[config.mk]
export PLATFORM = sky130hd
export DESIGN_NAME = frac_phase_gen
export DESIGN_NICKNAME = d
export VERILOG_FILES = /design/src/rtl/fpg_pkg.sv /design/src/rtl/fpg_step_add.sv /design/src/rtl/fpg_phase_reg.sv /design/src/rtl/fpg_out_stage.sv /design/src/rtl/frac_phase_gen.sv
export SDC_FILE = /design/constraint.sdc
export NUM_CORES = 1
export LEC_CHECK = 0
export BUFFER_PORTS_ARGS = -buffer_cell sky130_fd_sc_hd__buf_2
export CAP_MARGIN = 20
export CORE_MARGIN = 1.5
export CORE_UTILIZATION = 30
export CTS_CLUSTER_DIAMETER = 50
export DETAILED_ROUTE_END_ITERATION = 16
export PLACE_DENSITY_LB_ADDON = 0.12
export SYNTH_ARGS = -nofsm -noshare
export SYNTH_HDL_FRONTEND = slang
export SYNTH_SLANG_ARGS = --single-unit
[constraint.sdc]
create_clock -name clk -period 6.2 [get_ports clk]
set_input_delay 1.24 -clock clk [delete_from_list [all_inputs] [get_ports clk]]
set_output_delay 1.24 -clock clk [all_outputs]
set_load 0.01 [all_outputs]
[src/rtl/fpg_pkg.sv]
package fpg_pkg;
  localparam int unsigned DEF_FRAC_W = 16;
  localparam int unsigned DEF_INT_W  = 8;
endpackage

[src/rtl/fpg_step_add.sv]
// Combinational phase recursion: wraps the fraction and forms the advance count.
module fpg_step_add #(
  parameter int unsigned FRAC_W = fpg_pkg::DEF_FRAC_W,
  parameter int unsigned INT_W  = fpg_pkg::DEF_INT_W
) (
  input  logic [FRAC_W-1:0] phase_cur,
  input  logic [INT_W-1:0]  step_int,
  input  logic [FRAC_W-1:0] step_frac,
  output logic [FRAC_W-1:0] phase_nxt,
  output logic [INT_W:0]    adv
);
  localparam int unsigned SUM_W = FRAC_W + 1;
  logic [SUM_W-1:0] sum;
  logic             wrap;

  always_comb begin
    sum       = {1'b0, phase_cur} + {1'b0, step_frac};
    wrap      = sum[FRAC_W];
    phase_nxt = sum[FRAC_W-1:0];
    adv       = {1'b0, step_int} + {{INT_W{1'b0}}, wrap};
  end
endmodule

[src/rtl/fpg_phase_reg.sv]
// Held phase register; loads only on accepted requests.
module fpg_phase_reg #(
  parameter int unsigned FRAC_W = fpg_pkg::DEF_FRAC_W
) (
  input  logic              clk,
  input  logic              rst,
  input  logic              en,
  input  logic [FRAC_W-1:0] d,
  output logic [FRAC_W-1:0] q
);
  always_ff @(posedge clk) begin
    if (rst)     q <= '0;
    else if (en) q <= d;
  end
endmodule

[src/rtl/fpg_out_stage.sv]
// One-deep output register with valid/ready handshake.
module fpg_out_stage #(
  parameter int unsigned FRAC_W = fpg_pkg::DEF_FRAC_W,
  parameter int unsigned INT_W  = fpg_pkg::DEF_INT_W
) (
  input  logic              clk,
  input  logic              rst,
  input  logic              load,
  input  logic [FRAC_W-1:0] phase_in,
  input  logic [INT_W:0]    adv_in,
  input  logic              ph_ready,
  output logic              can_load,
  output logic              ph_valid,
  output logic [FRAC_W-1:0] ph_phase,
  output logic [INT_W:0]    ph_adv
);
  assign can_load = !ph_valid || ph_ready;

  always_ff @(posedge clk) begin
    if (rst) begin
      ph_valid <= 1'b0;
      ph_phase <= '0;
      ph_adv   <= '0;
    end else if (load) begin
      ph_valid <= 1'b1;
      ph_phase <= phase_in;
      ph_adv   <= adv_in;
    end else if (ph_ready) begin
      ph_valid <= 1'b0;
    end
  end
endmodule

[src/rtl/frac_phase_gen.sv]
module frac_phase_gen #(
  parameter int unsigned FRAC_W = fpg_pkg::DEF_FRAC_W,
  parameter int unsigned INT_W  = fpg_pkg::DEF_INT_W
) (
  input  logic              clk,
  input  logic              rst,
  input  logic              tick_valid,
  output logic              tick_ready,
  input  logic [INT_W-1:0]  step_int,
  input  logic [FRAC_W-1:0] step_frac,
  output logic              ph_valid,
  input  logic              ph_ready,
  output logic [FRAC_W-1:0] ph_phase,
  output logic [INT_W:0]    ph_adv
);
  logic              accept;
  logic [FRAC_W-1:0] phase_q;
  logic [FRAC_W-1:0] phase_d;
  logic [INT_W:0]    adv_d;

  assign accept = tick_valid && tick_ready;

  fpg_step_add #(.FRAC_W(FRAC_W), .INT_W(INT_W)) u_add (
    .phase_cur (phase_q),
    .step_int  (step_int),
    .step_frac (step_frac),
    .phase_nxt (phase_d),
    .adv       (adv_d)
  );

  fpg_phase_reg #(.FRAC_W(FRAC_W)) u_phase (
    .clk (clk),
    .rst (rst),
    .en  (accept),
    .d   (phase_d),
    .q   (phase_q)
  );

  fpg_out_stage #(.FRAC_W(FRAC_W), .INT_W(INT_W)) u_out (
    .clk      (clk),
    .rst      (rst),
    .load     (accept),
    .phase_in (phase_q),
    .adv_in   (adv_d),
    .ph_ready (ph_ready),
    .can_load (tick_ready),
    .ph_valid (ph_valid),
    .ph_phase (ph_phase),
    .ph_adv   (ph_adv)
  );
endmodule

# ---- Word level (Yosys, flattened, before mapping)
# Index checks and enable logic that the tools add are counted.
dict set report totals {
  out_inout_bits 27
  mem_count 0
  ff_bits 42
  rom_bits 0
  elab_cells 12
  latchBits 0
  mem_bits_rw 0
}
dict set report op_classes {
  eq_ne 0
  reduce_logical 4
  add_sub_neg 2
  shift 0
  n_div 0
  order_cmp 0
  bitwise_logic 0
  n_mul 0
  n_mux 2
}
# operator count
set op_table {}
lappend op_table {{$add 16x16->17} 1}
lappend op_table {{$add 8x1->9} 1}
lappend op_table {{$mux 1} 2}
lappend op_table {{$reduce_bool 2->1} 1}
lappend op_table {{$logic_and 1x1->1} 1}
lappend op_table {{$logic_not 1->1} 1}
lappend op_table {{$logic_or 1x1->1} 1}

# ---- Longest topological paths before layout
dict set report logic_depth {
  depth_word 4
  depth_mapped 14
  depth_no_buf 14
}

# ---- Modules after synthesis
# From an unflattened synthesis, not the netlist that was laid out.
dict set report hier_totals {
  hier_cells 253
  hier_area_um2 2429.8
}
# mod instances cells_per_inst area_per_inst_um2 seq_area_each_um2
set by_module_without_submodules {}
lappend by_module_without_submodules {fpg_out_stage 1 85 945.9 520.5}
lappend by_module_without_submodules {fpg_step_add 1 115 897.1 0.0}
lappend by_module_without_submodules {fpg_phase_reg 1 52 580.6 320.3}
lappend by_module_without_submodules {frac_phase_gen 1 1 6.3 0.0}

# ---- Worst setup path after synthesis
# No wires, ideal clock.
dict set report synth_timing {
  kind {input-to-reg}
  startpoint {input step_frac[0]}
  endpoint {register u_out.ph_adv[6]}
  stages 14
  path_buffers 0
  arrival_ns 3.633
  setup_ns 0.086
  path_slack_ns 2.481
  cell_sequence {ha_1 fa_1 a21oi_1 o211ai_2 nand4_1 o211ai_1 a21o_1 a21o_1 ha_1 ha_1 nand3_1 nor2_1 xnor2_1 a211oi_1}
}
dict set report synth_between {
  elab_chain_cells 2
}
# element line
set synth_lines {}
lappend synth_lines {{start, declared} frac_phase_gen.sv:10} ;# input logic [FRAC_W-1:0] step_frac,
lappend synth_lines {{$add 16x16->17} fpg_step_add.sv:17} ;# sum = {1'b0, phase_cur} + {1'b0, step_frac};
lappend synth_lines {{$add 8x1->9} fpg_step_add.sv:20} ;# adv = {1'b0, step_int} + {{INT_W{1'b0}}, wrap};
lappend synth_lines {{end signal, assigned} fpg_out_stage.sv:27} ;# ph_adv <= adv_in;
lappend synth_lines {{end, declared} fpg_out_stage.sv:15} ;# output logic [INT_W:0] ph_adv
# Every way passes these cells.
# A chain may end at the register's enable or synchronous reset.

# ---- Worst setup path in the final report
# Same ends and word-level chain as after synthesis.

==> out/summary.json <==
{
  "slew_violations": {"value": 0},
  "fin_ws": {"value": 2.46, "unit": "ns"},
  "hold-worst-slack": {"value": 0.454, "unit": "ns"},
  "worst_ep_arrival_time": {"value": 3.95, "unit": "ns"},
  "fin_worst_skew": {"value": 0.0103, "unit": "ns"},
  "worst_setup_path_category": {"value": "input pin to flip-flop"},
  "cp_data_required_time": {"value": 6.41, "unit": "ns"},
  "worstMarginPinSlew": {"value": 0.803, "unit": "ns"},
  "syn_area_per_cell": {"value": 8.08, "unit": "µm²"},
  "synth_fp_nets": {"value": 329},
  "numCtsBuffers": {"value": 5},
  "final.min_clock_period": {"value": 3.74, "unit": "ns"},
  "max_clock_buf_depth": {"value": 2},
  "crit_family": {"value": "compound AO/OA/AOI/OAI gates"},
  "async_flop_share": {"value": 0},
  "gp_congestion": {"value": 0.814},
  "achievable-frequency": {"value": 268, "unit": "MHz"},
  "postCtsHoldBufs": {"value": 0},
  "core.rowCount": {"value": 31},
  "initial_utilization": {"value": 0.312},
  "synthesis.instances": {"value": 282},
  "root_buffer": {"value": "sky130_fd_sc_hd__clkbuf_8"},
  "syn2layout_area_growth": {"value": 19.2, "unit": "%"},
  "post_dp_cell_area": {"value": 0.00262, "unit": "mm²"},
  "wire_per_inst": {"value": 12.8, "unit": "µm"},
  "cts_repair_resize_count": {"value": 0},
  "seqPwrFrac": {"value": 0.449},
  "clock_power_share": {"value": 0.279},
  "io_pins": {"value": 55},
  "via_count": {"value": 2076},
  "die-height": {"value": 90.2, "unit": "µm"},
  "clkSlewWorstSetupHoldPaths": {"value": 0.09, "unit": "ns"},
  "worst_hold_path_type": {"value": "flip-flop to flip-flop"},
  "floorplan.core_area": {"value": 0.00729, "unit": "mm²"},
  "synth_enable_flop_cells": {"value": 0},
  "clk-insertion-delay-late": {"value": 0.31, "unit": "ns"},
  "finish.net_count": {"value": 377},
  "cpMaxStageDelayCell": {"value": "sky130_fd_sc_hd__fa_1"},
  "global_route_wire_length_before_repair": {"value": 9570, "unit": "µm"},
  "timing.slew.headroom": {"value": 0.465},
  "status": {"value": "completed"},
  "antenna_cells": {"value": 0},
  "max_vdd_drop": {"value": 0.101, "unit": "mV"},
  "most_instantiated_flip_flop_cell_in_the_synthesis_netlist": {"value": "sky130_fd_sc_hd__dfxtp_1"},
  "fin_area": {"value": 0.00272, "unit": "mm²"},
  "dr.pass1.iters": {"value": 4},
  "htreeDepth": {"value": 2},
  "cts_post_setup_buffers_inserted": {"value": 0},
  "path_max_fanout": {"value": 4},
  "most_frequent_cell_on_the_critical_path": {"value": "sky130_fd_sc_hd__ha_1"},
  "ys_seq_area_frac": {"value": 0.369},
  "cellPowerDensity": {"value": 253, "unit": "mW/mm²"},
  "global_route.usage.total": {"value": 0.144},
  "cts_sinks": {"value": 42},
  "wl": {"value": 5510, "unit": "µm"},
  "post_drt_via_cell_ratio": {"value": 4.83},
  "fin_crit_sh": {"value": 0.603},
  "totalNegativeSetupSlack": {"value": 0, "unit": "ns"},
  "power.combinational.fraction": {"value": 0.272},
  "grt_setup_unrepaired": {"value": "false"},
  "final-setup-viol-count": {"value": 0},
  "tritoncts": {"value": "done"},
  "timing.max_cap.violations": {"value": 0},
  "crit_path_end_kind": {"value": "flip-flop"},
  "p_sw": {"value": 224, "unit": "µW"},
  "die_area": {"value": 0.00813, "unit": "mm²"},
  "netSwitchingFraction": {"value": 0.326},
  "yosys.cell_types.count": {"value": 34},
  "antenna_found_initial": {"value": 0},
  "power.static_leakage": {"value": 0.00120, "unit": "µW"},
  "grt_pass1_vias": {"value": 2022},
  "die_w": {"value": 90.2, "unit": "µm"},
  "synth.ff_latch_count": {"value": 42},
  "dp_hpwl": {"value": 3970, "unit": "µm"},
  "crit_path_cell_chain": {"value": "buf_2 > ha_1 > fa_1 > a21oi_1 > o211ai_2 > nand4_1 > o211ai_1 > a21o_1 > a21o_1 > ha_1 > ha_1 > nand3_1 > nor2_1 > xnor2_1 > a211oi_1"},
  "grt_start_max_net_pins": {"value": 45},
  "crit_buf_inv": {"value": 1},
  "netlist_area": {"value": 0.00228, "unit": "mm²"},
  "place.port_buffers": {"value": 54},
  "count_of_endpoints_failing_hold_in_the_final_timing_report": {"value": 0},
  "drt-initial-drc-count": {"value": 97},
  "power_report.internal_total": {"value": 463, "unit": "µW"},
  "detailedPlace.worstSlack": {"value": 2.11, "unit": "ns"},
  "cp_slowest_stage_delay": {"value": 0.42, "unit": "ns"},
  "drive_above_1_share": {"value": 0.215},
  "num-fill-cells": {"value": 822},
  "synth_warnings": {"value": 0},
  "global_route.overflow_total": {"value": 0},
  "drcViolationCount": {"value": 0},
  "critPathLaunchType": {"value": "input pin"},
  "antenna_left": {"value": 0}
}
## power groups by stage
| stage | clock network, µW | logic, µW | registers, µW |
|---|---|---|---|
| floorplan | 0 | 136 | 317 |
| global placement | 0 | 190 | 315 |
| detailed placement | 0 | 189 | 315 |
| CTS | 198 | 190 | 309 |
| global route | 212 | 214 | 313 |
| finish | 192 | 187 | 308 |
## tightest hold or removal path, delay by kind of cell (launching register included)
family,cells,cell delay [ns]
DFF,1,0.32
and+or+nand+nor,1,0.05
AOI/OAI and AO/OA,1,0.05
## layout by cell type (no fill, tap or decap), types with 3 or more instances in the layout
cell	count
sky130_fd_sc_hd__nand2_1	63
sky130_fd_sc_hd__buf_2	54
sky130_fd_sc_hd__dfxtp_1	42
sky130_fd_sc_hd__a21oi_1	40
sky130_fd_sc_hd__nor2_1	21
sky130_fd_sc_hd__ha_1	18
sky130_fd_sc_hd__a211oi_1	10
sky130_fd_sc_hd__xnor2_1	9
sky130_fd_sc_hd__nand3_1	8
sky130_fd_sc_hd__xor2_1	8
sky130_fd_sc_hd__o21ai_0	7
sky130_fd_sc_hd__clkbuf_8	6
sky130_fd_sc_hd__a21o_1	5
sky130_fd_sc_hd__inv_1	4
sky130_fd_sc_hd__nand4_1	4
sky130_fd_sc_hd__nor3_1	3
sky130_fd_sc_hd__o211ai_1	3
sky130_fd_sc_hd__a22o_1	3
## per-layer routing
metal | vias to the layer above | global-route usage | share of wire
met5 | - | 0 | 0
met4 | 0 | 0.0516 | 0.012
met3 | 5 | 0.0364 | 0.042
met2 | 37 | 0.213 | 0.43
met1 | 960 | 0.200 | 0.51
li1 | 1074 | - | -
## registers in the layout, summed over array words and instances (netlist names)
signal and flops:
u_out.ph_adv 9, u_out.ph_phase 16, u_out.ph_valid 1, u_phase.q 16
## Yosys cell counts (2+ instances only)
| library cell | n | area share |
|---|---|---|
| sky130_fd_sc_hd__xor2_1 | 8 | 0.031 |
| sky130_fd_sc_hd__buf_2 | 3 | 0.0066 |
| sky130_fd_sc_hd__nand3_1 | 8 | 0.018 |
| sky130_fd_sc_hd__nor3b_1 | 2 | 0.0066 |
| sky130_fd_sc_hd__xnor2_1 | 9 | 0.035 |
| sky130_fd_sc_hd__a21oi_1 | 40 | 0.088 |
| sky130_fd_sc_hd__dfxtp_1 | 42 | 0.37 |
| sky130_fd_sc_hd__o21ai_0 | 7 | 0.015 |
| sky130_fd_sc_hd__nand4_1 | 4 | 0.011 |
| sky130_fd_sc_hd__a21o_1 | 5 | 0.016 |
| sky130_fd_sc_hd__inv_1 | 4 | 0.0066 |
| sky130_fd_sc_hd__ha_1 | 18 | 0.099 |
| sky130_fd_sc_hd__nand2_1 | 63 | 0.10 |
| sky130_fd_sc_hd__nand2b_1 | 2 | 0.0055 |
| sky130_fd_sc_hd__a211oi_1 | 10 | 0.033 |
| sky130_fd_sc_hd__nor3_1 | 3 | 0.0066 |
| sky130_fd_sc_hd__a22o_1 | 3 | 0.012 |
| sky130_fd_sc_hd__clkbuf_1 | 11 | 0.018 |
| sky130_fd_sc_hd__o211ai_1 | 3 | 0.0099 |
| sky130_fd_sc_hd__nor2b_1 | 2 | 0.0055 |
| sky130_fd_sc_hd__o211ai_2 | 2 | 0.011 |
| sky130_fd_sc_hd__nor2_1 | 21 | 0.035 |
## cells by family (layout without fill, tap and decap cells)
group / count (synthesis) / in the layout / share of synthesized area
buffers and inverters: 19 / 68 / 0.0362
and+or+nand+nor: 109 / 109 / 0.209
DFF: 42 / 42 / 0.369
AOI/OAI and AO/OA: 76 / 76 / 0.213
adders and majority gates: 19 / 19 / 0.108
xor gates and xnor gates: 17 / 17 / 0.0654
## through the flow
stage	std cells	utilization	power (µW)
floorplan	282	-	453
detailed placement	422	0.359	504
global placement	422	0.359	505
finish	430	0.372	687
CTS	430	0.372	697
global route	430	0.372	739
## path summary, 6_finish.rpt
path,end,from,slack (ns),cells after the start
worst max-delay path,u_out.ph_adv[6],step_frac[0],2.46,15
worst max register to register,u_out.ph_adv[6],u_phase.q[0],3.17,14
worst min-delay path,u_out.ph_phase[9],u_out.ph_phase[9],0.45,2
worst min register to register,u_out.ph_phase[9],u_out.ph_phase[9],0.45,2
## area by class of cell
type,count,area [µm²],area share
Clock inverter,2,12.5,0.00461
Inverter,4,15.0,0.00553
Tap cell,99,124,0.0456
Sequential cell,42,841,0.310
Timing Repair Buffer,56,285,0.105
Clock buffer,6,82.6,0.0304
Multi-Input combinational cell,221,1360,0.499
Power figures use the tool's default switching activity.
